### src/rtl/mbs_pkg.sv
package mbs_pkg;

  typedef enum logic [2:0] {
    PH_IDLE = 3'd0,
    PH_ADDR = 3'd1,
    PH_STRB = 3'd2,
    PH_WAIT = 3'd3,
    PH_XFER = 3'd4
  } phase_e;

  function automatic logic strobe_phase(input phase_e p);
    return (p == PH_STRB) || (p == PH_WAIT) || (p == PH_XFER);
  endfunction

endpackage

### src/rtl/mbs_ready_sampler.sv
module mbs_ready_sampler (
  input  logic clk,
  input  logic rst,
  input  logic ready_in,
  output logic ready_smp
);

  // Falling-edge sample: the state logic sees a value half a clock old at the rising edge.
  always_ff @(negedge clk) begin
    if (rst) ready_smp <= 1'b1;
    else     ready_smp <= ready_in;
  end

endmodule

### src/rtl/mbs_phase_ctrl.sv
module mbs_phase_ctrl
  import mbs_pkg::*;
(
  input  logic   clk,
  input  logic   rst,
  input  logic   req_valid,
  input  logic   ready_smp,
  output phase_e cur_ph,
  output phase_e nxt_ph,
  output logic   accept,
  output logic   req_ready
);

  phase_e ph_q;

  always_comb begin
    nxt_ph = ph_q;
    unique case (ph_q)
      PH_IDLE: if (req_valid) nxt_ph = PH_ADDR;
      PH_ADDR: nxt_ph = PH_STRB;
      PH_STRB,
      PH_WAIT: nxt_ph = ready_smp ? PH_XFER : PH_WAIT;
      PH_XFER: nxt_ph = PH_IDLE;
      default: nxt_ph = PH_IDLE;
    endcase
  end

  always_ff @(posedge clk) begin
    if (rst) ph_q <= PH_IDLE;
    else     ph_q <= nxt_ph;
  end

  assign cur_ph    = ph_q;
  assign req_ready = (ph_q == PH_IDLE);
  assign accept    = req_ready && req_valid;


  busy_no_accept_chk: assert property (@(posedge clk) disable iff (rst)
    (ph_q != PH_IDLE) |=> (ph_q != PH_ADDR));


  wait_exit_chk: assert property (@(posedge clk) disable iff (rst)
    (ph_q == PH_WAIT && !ready_smp) |=> (ph_q == PH_WAIT));

endmodule

### src/rtl/mbs_pin_drive.sv
module mbs_pin_drive
  import mbs_pkg::*;
#(
  parameter int AW = 16,
  parameter int DW = 8,
  localparam int HW = AW - DW
) (
  input  logic          clk,
  input  logic          rst,
  input  phase_e        cur_ph,
  input  phase_e        nxt_ph,
  input  logic          accept,
  input  logic [AW-1:0] req_addr,
  input  logic          req_write,
  input  logic          req_io,
  input  logic [DW-1:0] req_wdata,
  input  logic [DW-1:0] ad_in,
  output logic          ale,
  output logic [DW-1:0] ad_out,
  output logic          ad_oe,
  output logic [HW-1:0] addr_hi,
  output logic          io_m,
  output logic          rd_n,
  output logic          wr_n,
  output logic          done,
  output logic [DW-1:0] rdata
);

  logic          wr_q;
  logic [DW-1:0] wdata_q;
  logic          nxt_strb;

  assign nxt_strb = strobe_phase(nxt_ph);

  always_ff @(posedge clk) begin
    if (rst) begin
      ale     <= 1'b0;
      ad_out  <= '0;
      ad_oe   <= 1'b0;
      addr_hi <= '0;
      io_m    <= 1'b0;
      rd_n    <= 1'b1;
      wr_n    <= 1'b1;
      wr_q    <= 1'b0;
      wdata_q <= '0;
    end else begin
      ale <= (nxt_ph == PH_ADDR);
      if (accept) begin
        addr_hi <= req_addr[AW-1:DW];
        io_m    <= req_io;
        wr_q    <= req_write;
        wdata_q <= req_wdata;
        ad_out  <= req_addr[DW-1:0];
      end else if (nxt_ph == PH_STRB && wr_q) begin
        ad_out <= wdata_q;
      end
      ad_oe <= (nxt_ph == PH_ADDR) || (wr_q && nxt_strb);
      rd_n  <= !(!wr_q && nxt_strb);
      wr_n  <= !( wr_q && nxt_strb);
    end
  end

  // Read capture on the edge that releases the strobe.
  always_ff @(posedge clk) begin
    if (rst) begin
      done  <= 1'b0;
      rdata <= '0;
    end else begin
      done <= (cur_ph == PH_XFER);
      if (cur_ph == PH_XFER && !wr_q) rdata <= ad_in;
    end
  end


  ale_single_chk: assert property (@(posedge clk) disable iff (rst) ale |=> !ale);


  strobe_excl_chk: assert property (@(posedge clk) disable iff (rst) !(!rd_n && !wr_n));


  write_drive_chk: assert property (@(posedge clk) disable iff (rst) !wr_n |-> ad_oe);


  wait_frozen_chk: assert property (@(posedge clk) disable iff (rst)
    (cur_ph == PH_WAIT) |-> ($stable(ad_out) && $stable(ad_oe) && $stable(addr_hi)
                             && $stable(io_m) && $stable(rd_n) && $stable(wr_n) && !ale));


  done_pulse_chk: assert property (@(posedge clk) disable iff (rst) done |=> !done);


  release_chk: assert property (@(posedge clk) disable iff (rst) $rose(wr_n) |-> !ad_oe);

endmodule

### src/rtl/mux_bus_seq.sv
module mux_bus_seq
  import mbs_pkg::*;
#(
  parameter int AW = 16,
  parameter int DW = 8,
  localparam int HW = AW - DW
) (
  input  logic          clk,
  input  logic          rst,
  input  logic          req_valid,
  output logic          req_ready,
  input  logic [AW-1:0] req_addr,
  input  logic          req_write,
  input  logic          req_io,
  input  logic [DW-1:0] req_wdata,
  input  logic          ready_in,
  output logic          ale,
  output logic [DW-1:0] ad_out,
  output logic          ad_oe,
  input  logic [DW-1:0] ad_in,
  output logic [HW-1:0] addr_hi,
  output logic          io_m,
  output logic          rd_n,
  output logic          wr_n,
  output logic          done,
  output logic [DW-1:0] rdata
);

  logic   ready_smp;
  logic   accept;
  phase_e cur_ph;
  phase_e nxt_ph;

  mbs_ready_sampler u_smp (
    .clk       (clk),
    .rst       (rst),
    .ready_in  (ready_in),
    .ready_smp (ready_smp)
  );

  mbs_phase_ctrl u_ctrl (
    .clk       (clk),
    .rst       (rst),
    .req_valid (req_valid),
    .ready_smp (ready_smp),
    .cur_ph    (cur_ph),
    .nxt_ph    (nxt_ph),
    .accept    (accept),
    .req_ready (req_ready)
  );

  mbs_pin_drive #(.AW(AW), .DW(DW)) u_pins (
    .clk       (clk),
    .rst       (rst),
    .cur_ph    (cur_ph),
    .nxt_ph    (nxt_ph),
    .accept    (accept),
    .req_addr  (req_addr),
    .req_write (req_write),
    .req_io    (req_io),
    .req_wdata (req_wdata),
    .ad_in     (ad_in),
    .ale       (ale),
    .ad_out    (ad_out),
    .ad_oe     (ad_oe),
    .addr_hi   (addr_hi),
    .io_m      (io_m),
    .rd_n      (rd_n),
    .wr_n      (wr_n),
    .done      (done),
    .rdata     (rdata)
  );


  space_hold_chk: assert property (@(posedge clk) disable iff (rst)
    (strobe_phase(cur_ph)) |-> ($stable(io_m) && $stable(addr_hi)));

endmodule

### config.mk
export PLATFORM = sky130hd
export DESIGN_NAME = mux_bus_seq
export DESIGN_NICKNAME = d
export VERILOG_FILES = /design/src/rtl/mbs_pkg.sv /design/src/rtl/mbs_ready_sampler.sv /design/src/rtl/mbs_phase_ctrl.sv /design/src/rtl/mbs_pin_drive.sv /design/src/rtl/mux_bus_seq.sv
export SDC_FILE = /design/constraint.sdc
export NUM_CORES = 1
export LEC_CHECK = 0
export CAP_MARGIN = 20
export CORE_UTILIZATION = 45
export CTS_CLUSTER_DIAMETER = 150
export CTS_CLUSTER_SIZE = 24
export DETAILED_ROUTE_END_ITERATION = 7
export GPL_ROUTABILITY_DRIVEN = 0
export HOLD_SLACK_MARGIN = 0.08
export PLACE_DENSITY = 0.88
export SKIP_LAST_GASP = 1
export SLEW_MARGIN = 15
export SYNTH_ARGS = -nofsm -noshare
export SYNTH_HDL_FRONTEND = slang
export SYNTH_SLANG_ARGS = --single-unit
### constraint.sdc
create_clock -name clk -period 4.5 [get_ports clk]
set_input_delay 0.675 -clock clk [delete_from_list [all_inputs] [get_ports clk]]
set_output_delay 0.675 -clock clk [all_outputs]
set_load 0.01 [all_outputs]
# ---- Yosys cells after proc, flatten, opt, wreduce, memory -nomap -nowiden
# Cells that the tools add are included.
dict set report word_totals {
  output_inout_bits 31
  in_bits 38
  register_bits 43
  word_cells 40
}
dict set report classes {
  reduce_logical 14
  eq_ne 8
  muxes 5
}
# op n
set ops {}
lappend ops {{two-way mux 8 bit} 2}
lappend ops {{equality test 3 x 2 -> 1 bit (second input constant)} 4}
lappend ops {{one-hot mux 3 bit (3 select lines)} 1}
lappend ops {{equality test 3 x 1 -> 1 bit (second input constant)} 2}
lappend ops {{equality test 3 bit (second input constant)} 2}
lappend ops {{two-way mux 3 bit} 2}
lappend ops {{logical AND 1 bit} 5}
lappend ops {{zero test 1 bit} 3}
lappend ops {{zero test 3 bit} 1}
lappend ops {{logical OR 1 bit} 3}
lappend ops {{nonzero test 2 bit} 1}
lappend ops {{OR reduction 2 bit} 1}

# ---- Longest topological paths before layout
# Gate-level depths: netlist of run 1.
dict set report logic_depth {
  word_depth 8
  depth_mapped 6
  ltp_nobuf 3
}

# ---- Hierarchy
# From an unflattened synthesis of run 1, not the netlist that was laid out.
dict set report hier_totals {
  cells_unflattened 173
  hier_area_um2 1690.4
}
# mod seq_area_each_um2 instances area_each_um2 cells_per_inst
set modules_own_cells {}
lappend modules_own_cells {mbs_pin_drive 780.7 1 1522.7 155}
lappend modules_own_cells {mbs_phase_ctrl 60.1 1 137.6 15}
lappend modules_own_cells {mbs_ready_sampler 20.0 1 30.0 3}

==> out/qor.yml, run 1 <==
floorplanning:
  dieArea_um2: 3850
  rows: 21
  die_y_um: 62.1
  initial_core_util_pct: 47.9
  io_pins: 69
  chipWidth_um: 62.1
  fp.coreArea_um2: 3390
clock_tree:
  cts_buffers: 5
  hold_buffers: 0
  clk-insertion-delay-late_ps: 390
  htree_levels: 2
  cts_buffer_depth: 2
  clock-root-buffer: "clkbuf_4"
  cts_resized: 0
  cts_setup_buffers: 0
  clkTransAtPathRegs_ps: 100
  tritoncts: "yes"
  clock_sinks: 43
setup_path:
  cp_data_arrival_time_ps: 1380
  worstSetupPathType: "in2reg"
  crit_buf_inv: 1
  crit_path_max_incr_delay_ps: 430
  start_kind: "input port"
  cp_top_family: "buffers and inverters"
  reg2reg_setup_slack_ps: 1530
  crit_fanout: 2
  crit_path_cell_trace: "clkdlybuf4s50_1, or2_2"
  required_ps: 2520
  end_kind: "flip-flop"
  cp_slowest_cell: "clkdlybuf4s50_1"
  r2r_end: "u_ctrl.cur_ph[1]"
  rr_worst_depth: 3
  r2r_start: "u_smp.ready_smp"
placed_design:
  portBuffers: 68
  dp.cells: 286
  dpl-instance-area_um2: 2290
  place_hpwl_mm: 2.55
logic_synthesis:
  syn_nets: 221
  yosysTopAreaCellShare_pct: 53.0
  syn_inst: 183
  syn_avg_cell_area_um2: 8.87
  yosysTopAreaCell: "dfxtp_1"
  yosysSeqAreaShare_pct: 53.0
  ys_warn_count: 0
  yosys_register_bits: 43
  synth_most_common_cell: "nand2_1"
  synth.distinct_cells: 26
  ys.flop_type: "dfxtp_1"
  synth_common_cells: "60 x nand2_1, 43 x dfxtp_1, 34 x a21oi_1, 6 x a311oi_1, 5 x buf_6"
  async_reset_ff_share_pct: 0
  synth.area.top_cells: "dfxtp_1 53%, nand2_1 14%, a21oi_1 10%, buf_6 3.5%, a311oi_1 3.2%"
  synth_edf_count: 0
  syn_area_um2: 1620
sta:
  worstMarginPinSlew_ps: 715
  hold_violations: 0
  finalSetupViolCount: 0
  slew_violations: 0
  tns_ps: 0
  fin_skew_ps: 43.6
  rsz0062_at_grt: "no"
  max-slew-margin-rel_pct: 52.2
finish:
  multi_input_area_um2: 662
  regArea_um2: 861
  design_area_um2: 2340
  fill_cells: 266
  area_delta_synth_final_pct: 43.9
  instances_no_fill: 294
  drive_gt1_share_pct: 6.45
  layout.nets: 285
  diodes: 0
power:
  vdd_drop_max_v: 0.000226
  p_leak_nw: 0.847
  p_per_area_nw_per_um2: 320
route:
  vias: 1451
  wl_met2_mm: 1.77
  m1WireLength_mm: 1.62
  dr_wl_met3_um: 236
  viasPerCell: 4.94
  route.top_layer_used: "met4"
  firstDrtPassIters: 4
  drt_first_iter_violations: 94
  ant_nets: 0
  drc: 0
  wire_per_inst_um: 12.6
  wl_mm: 3.70
outcome:
  status: "finished, final reports clean"
worst_hold_path:
  min_from: "u_pins.rdata[3]"
  holdPathEnd: "u_pins.rdata[3]"
  min_path_type: "reg2reg"
  min_path_cells: 2
grt:
  antenna_found_initial: 0
  grt_remaining_overflow: 0
  grt_use_total_pct: 21.5
  grt_pass1_wl_mm: 5.95
  grt_start_max_net_pins: 41
  grt_pass1_vias: 1342
job:
  drv_cap: 0
per-stage QoR:
step	setup slack [ps]	total power, mW	util, %	hold slack (ps)
final	1140	0.747	69.0	457
after global placement	738	0.576	67.5	441
after detailed placement	747	0.579	67.5	447
after CTS	1140	0.754	69.0	462
after global routing	1160	0.791	69.0	475
after floorplan	1010	0.505	-	440
state kept, by name, indices dropped and copies added, names as in the netlist:
| name | flops |
|---|---|
| u_ctrl.cur_ph | 3 |
| u_pins.ad_oe | 1 |
| u_pins.ad_out | 8 |
| u_pins.addr_hi | 8 |
| u_pins.ale | 1 |
| u_pins.done | 1 |
| u_pins.io_m | 1 |
| u_pins.rd_n | 1 |
| u_pins.rdata | 8 |
| u_pins.wdata_q | 8 |
| u_pins.wr_n | 1 |
| u_pins.wr_q | 1 |
| u_smp.ready_smp | 1 |
routing by layer:
metal / vias to the layer above / global-route usage [%]
met5: - / 0
met4: 0 / 12.4
met3: 8 / 6.83
met2: 50 / 33.9
met1: 644 / 25.8
li1: 749 / -
power by group:
group	leakage, nW	internal [mW]	switching (mW)
clock network	0.0346	0.0622	0.117
logic	0.460	0.0839	0.0647
registers	0.352	0.405	0.0149
total	0.847	0.551	0.197
layout make-up:
type,count,share of cell area (%)
Clock buffer,7,1.93
Inverter,2,0.321
Sequential cell,43,36.8
Clock inverter,2,0.375
Tap cell,46,2.46
Multi-Input combinational cell,124,28.3
Timing Repair Buffer,70,29.8
how the worst max path moves through the flow:
stage | startpoint | endpoint | slack, ps | cells after the start
5_1_grt | rst | u_smp.ready_smp | 1160 | 2
4_1_cts | rst | u_smp.ready_smp | 1140 | 2
3_3_place_gp | rst | u_smp.ready_smp | 740 | 2
2_1_floorplan | rst | u_smp.ready_smp | 1010 | 2
3_5_place_dp | rst | u_smp.ready_smp | 750 | 2
6_report | rst | u_smp.ready_smp | 1140 | 2
cells in the final DEF (no fill, tap or decap), types with 3 or more instances in the layout:
cell type,synthesis,final
nor2_1,3,3
a21oi_1,34,34
nand2_1,60,60
dfxtp_1,43,43
inv_1,3,3
a311oi_1,6,6
clkdlybuf4s50_1,0,68
nor3_1,3,3
clkbuf_4,0,5
kinds of logic after synthesis:
| family | Yosys count | synth area share [%] |
|---|---|---|
| AO/OA/AOI/OAI | 43 | 16.1 |
| buffers and inverters | 16 | 6.24 |
| flip-flops | 43 | 53.0 |
| multiplexers | 3 | 2.16 |
| AND/OR/NAND/NOR | 78 | 22.5 |
(Power assumes the default switching activity.)
==> inputs of run 2 (changes only) <==
--- a/config.mk
+++ b/config.mk
@@ -6,13 +6,13 @@
 export NUM_CORES = 1
 export LEC_CHECK = 0
 export CAP_MARGIN = 20
-export CORE_UTILIZATION = 45
+export CORE_UTILIZATION = 41
 export CTS_CLUSTER_DIAMETER = 150
 export CTS_CLUSTER_SIZE = 24
 export DETAILED_ROUTE_END_ITERATION = 7
 export GPL_ROUTABILITY_DRIVEN = 0
 export HOLD_SLACK_MARGIN = 0.08
-export PLACE_DENSITY = 0.88
+export PLACE_DENSITY = 0.82
 export SKIP_LAST_GASP = 1
 export SLEW_MARGIN = 15
 export SYNTH_ARGS = -nofsm -noshare
==> constraint.sdc (replaced) <==
create_clock -name clk -period 3.2 [get_ports clk]
set_input_delay 0.48 -clock clk [delete_from_list [all_inputs] [get_ports clk]]
set_output_delay 0.48 -clock clk [all_outputs]
set_load 0.01 [all_outputs]
==> out/qor.yml, run 2 (synthesis gave the netlist of run 1 again) <==
grt:
  grt_pass1_vias: 1391  # +3.7%
  grt_use_total_pct: 19.7  # -1.8 points
  grt_remaining_overflow: 0  # unchanged
  grt_start_max_net_pins: 41  # unchanged
  antenna_found_initial: 0  # unchanged
  grt_pass1_wl_mm: 6.25  # +5.1%
power:
  p_leak_nw: 0.873  # +3.1%
  power_mw: 1.22  # +63%
  p_per_area_nw_per_um2: 508  # +59%
  vdd_drop_max_v: 0.000294  # +30%
finish:
  instances_no_fill: 296  # +0.68%
  final_util_pct: 64.5  # -4.4 points
  diodes: 0  # unchanged
  layout.nets: 285  # unchanged
  layout_commonest_cell: "clkdlybuf4s50_1"
  drive_gt1_share_pct: 6.85  # +0.40 points
  area_delta_synth_final_pct: 47.6
  most-common-layout-cells: "68 x clkdlybuf4s50_1, 60 x nand2_1, 43 x dfxtp_1"
floorplanning:
  chipWidth_um: 64.9  # +4.6%
  initial_core_util_pct: 43.7  # -4.2 points
  io_pins: 69  # unchanged
  die_y_um: 64.9  # +4.6%
  fp.coreArea_um2: 3720  # +9.6%
  rows: 22  # +4.8%
  dieArea_um2: 4220  # +9.4%
sta:
  rsz0062_at_grt: "no"
  holdWs_ps: 455  # -1.46 ps
  worstMarginPinSlew_ps: 895  # +180 ps
  fin_skew_ps: 67.1  # +23.5 ps
  slew_violations: 0  # unchanged
  max-slew-margin-rel_pct: 40.1  # -12 points
  finalSetupViolCount: 0  # unchanged
  tns_ps: 0  # unchanged
  hold_violations: 0  # unchanged
clock_tree:
  cts_setup_buffers: 0  # unchanged
  clock_sinks: 43  # unchanged
  clkTransAtPathRegs_ps: 80  # -20 ps
  tritoncts: "yes"
  cts_buffer_depth: 2  # unchanged
  cts_resized: 0  # unchanged
  clk-insertion-delay-late_ps: 360  # -30 ps
  htree_levels: 2  # unchanged
  cts_buffers: 5  # unchanged
  clock-root-buffer: "clkbuf_8"
  hold_buffers: 0  # unchanged
route:
  drt_first_iter_violations: 58  # -38%
  firstDrtPassIters: 4  # unchanged
  vias: 1468  # +1.2%
  wire_per_inst_um: 13.1  # +4.4%
  drc: 0  # unchanged
  ant_nets: 0  # unchanged
  wl_mm: 3.89  # +5.1%
  viasPerCell: 4.96  # +0.49%
job:
  drv_cap: 0  # unchanged
outcome:
  status: "finished, final reports clean"
setup_path:
  worstSetupPathType: "in2reg"
  crit_buf_inv: 1  # unchanged
  crit_fanout: 2  # unchanged
  cp_slowest_cell: "clkdlybuf4s50_1"
  required_ps: 1840  # -680 ps
  end_kind: "flip-flop"
  start_kind: "input port"
  crit_path_max_incr_delay_ps: 430  # about the same
  cp_data_arrival_time_ps: 1190  # -190 ps
  crit_path_cell_trace: "clkdlybuf4s50_1, or2_2"
  cp_top_family: "buffers and inverters"
placed_design:
  place_hpwl_mm: 2.63  # +3.4%
  portBuffers: 68  # unchanged
  dp.cells: 288  # +0.70%
worst_hold_path:
  min_path_type: "reg2reg"
[run 2: cell type report]
type | count | area [um^2]
clock inverters | 4 | 42.5
inverters | 2 | 7.51
clock buffers | 5 | 68.8
repair buffers | 70 | 696
flip-flops and latches | 43 | 861
multi-input cells | 124 | 662
fillers | 329 | 1320
well taps | 48 | 60.1
[run 2: path summary, 6_finish.rpt]
check	slack [ps]	cells after the start	end	startpoint
min	460	2	u_pins.rdata[2]	u_pins.rdata[2]
max	640	2	u_smp.ready_smp	rst
max reg2reg	820	3	u_ctrl.cur_ph[1]	u_smp.ready_smp
min reg2reg	460	2	u_pins.rdata[2]	u_pins.rdata[2]
[run 2: report_power, final]
part,internal [mW],switching [mW],total (mW)
Sequential,0.569,0.0218,0.590
Combinational,0.118,0.0918,0.210
Clock,0.230,0.186,0.417
[run 2: per-layer routing]
layer  track usage [%]  vias to the layer above  part of all wire, %
met3              5.28                        6                  6.3
met4              11.4                        0                  1.7
met5                 0                        -                    0
met1              21.2                      661                   42
met2              34.2                       54                   50
li1                  -                      747                    -
[run 2: per-stage QoR]
step	setup WS, ps	cell area (um^2)
floorplan	552	1620
global placement	319	2290
detailed placement	262	2290
CTS	632	2400
global route	630	2400
finish	643	2400
==> inputs of run 3 (changes only) <==
==> constraint.sdc (replaced) <==
create_clock -name clk -period 2.4 [get_ports clk]
set_input_delay 0.36 -clock clk [delete_from_list [all_inputs] [get_ports clk]]
set_output_delay 0.36 -clock clk [all_outputs]
set_load 0.01 [all_outputs]
==> out/qor.yml, run 3 (synthesis gave the netlist of run 1 again) <==
outcome:
  status: "finished, final reports clean"
setup_path:
  cp.depth: 2  # unchanged
  end_kind: "flip-flop"
  crit_path_max_incr_delay_ps: 410  # -20 ps
  required_ps: 1430  # -410 ps
  crit_fanout: 2  # unchanged
  rr_worst_depth: 3  # unchanged
  cp_top_family: "buffers and inverters"
  cp_data_arrival_time_ps: 1040  # -150 ps
  crit_buf_inv: 1  # unchanged
  crit_path_cell_trace: "clkdlybuf4s50_1, or2_2"
  start_kind: "input port"
  worstSetupPathType: "in2reg"
  cp_slowest_cell: "clkdlybuf4s50_1"
route:
  ant_nets: 0  # unchanged
  firstDrtPassIters: 4  # unchanged
  drc: 0  # unchanged
  vias: 1460  # -0.54%
  viasPerCell: 4.92  # -0.88%
  wire_per_inst_um: 12.8  # -2.9%
  drt_first_iter_violations: 121  # +110%
  wl_mm: 3.79  # -2.5%
sta:
  hold_violations: 0  # unchanged
  finalSetupViolCount: 0  # unchanged
  tns_ps: 0  # unchanged
  rsz0062_at_grt: "no"
  holdWs_ps: 453  # -2.51 ps
  fin_skew_ps: 60.7  # -6.35 ps
  worstMarginPinSlew_ps: 720  # -175 ps
  slew_violations: 0  # unchanged
  max-slew-margin-rel_pct: 51.9  # +12 points
power:
  p_per_area_nw_per_um2: 631  # +24%
  comb_power_share_pct: 18.7  # +1.5 points
  vdd_drop_max_v: 0.000356  # +21%
  seq_power_share_pct: 52.4  # +3.9 points
  power_frac_clock_pct: 28.8  # -5.4 points
  p_sw_uw: 377  # +26%
  intPower_mw: 1.12  # +22%
  switching_share_pct: 25.1  # +0.47 points
  p_leak_nw: 0.861  # -1.4%
clock_tree:
  clock_sinks: 43  # unchanged
  htree_levels: 2  # unchanged
  clkTransAtPathRegs_ps: 70  # about the same
  tritoncts: "yes"
  cts_buffer_depth: 2  # unchanged
  clock-root-buffer: "clkbuf_8"
  hold_buffers: 0  # unchanged
  clk-insertion-delay-late_ps: 340  # -20 ps
  cts_buffers: 5  # unchanged
  cts_resized: 0  # unchanged
  cts_setup_buffers: 0  # unchanged
finish:
  drive_gt1_share_pct: 6.83  # -0.028 points
  instances_no_fill: 297  # +0.34%
  most-common-layout-cells: "68 x clkdlybuf4s50_1, 60 x nand2_1, 43 x dfxtp_1"
  layout.nets: 286  # +0.35%
  diodes: 0  # unchanged
  layout_commonest_cell: "clkdlybuf4s50_1"
  fill_cells: 346  # +5.2%
  final_util_pct: 64.0  # -0.51 points
  area_delta_synth_final_pct: 46.5
  design_area_um2: 2380  # -0.78%
placed_design:
  dpl-instance-area_um2: 2300  # +0.33%
  place_hpwl_mm: 2.62  # -0.52%
  dp.cells: 289  # +0.35%
  portBuffers: 68  # unchanged
grt:
  grt_pass1_vias: 1400  # +0.65%
  antenna_found_initial: 0  # unchanged
  grt_remaining_overflow: 0  # unchanged
  grt_pass1_wl_mm: 6.41  # +2.5%
  grt_use_total_pct: 20.0  # +0.33 points
  grt_start_max_net_pins: 41  # unchanged
worst_hold_path:
  min_path_cells: 2  # unchanged
  min_path_type: "reg2reg"
floorplanning:
  fp.coreArea_um2: 3720  # unchanged
  initial_core_util_pct: 43.7  # unchanged
  rows: 22  # unchanged
  die_y_um: 64.9  # unchanged
  io_pins: 69  # unchanged
  chipWidth_um: 64.9  # unchanged
  dieArea_um2: 4220  # unchanged
job:
  drv_cap: 0  # unchanged
[run 3: final timing paths]
path | endpoint | start | slack, ps
min reg2reg | u_pins.rdata[2] | u_pins.rdata[2] | 450
min | u_pins.rdata[2] | u_pins.rdata[2] | 450
max | u_smp.ready_smp | rst | 380
max reg2reg | u_ctrl.cur_ph[1] | u_smp.ready_smp | 420
[run 3: power groups by stage]
stage               logic (mW)  clock network, mW  registers, mW
global route             0.309              0.483          0.793
finish                   0.281              0.433          0.787
CTS                      0.283              0.443          0.787
floorplan                0.134            0.00522          0.808
global placement         0.277            0.00522          0.801
detailed placement       0.282            0.00522          0.803
[run 3: final cells by class]
cell class	count	area (um^2)	share of cell area [%]
inverters	2	7.51	0.316
multi-input cells	124	662	27.8
repair buffers	71	703	29.6
well taps	48	60.1	2.52
flip-flops and latches	43	861	36.2
clock inverters	2	8.76	0.368
clock buffers	7	76.3	3.21
[run 3: routing by layer]
metal	routed length (um)	global-route usage (%)
met1	1650	23.5
met2	1830	32.6
met3	221	6.16
met4	89	10.3
met5	0	0
[run 3: metrics by stage]
step | power (mW) | worst slack, ps
floorplan | 0.948 | 272
global placement | 1.08 | 38.5
detailed placement | 1.09 | 28.1
CTS | 1.51 | 379
global route | 1.58 | 333
finish | 1.50 | 381
[run 3: worst min-delay path: cells and delay by family, from the launching register on]
kind / cells / cell delay, ps
DFF: 1 / 310
and+or+nand+nor: 1 / 50
AOI/OAI and AO/OA: 1 / 50
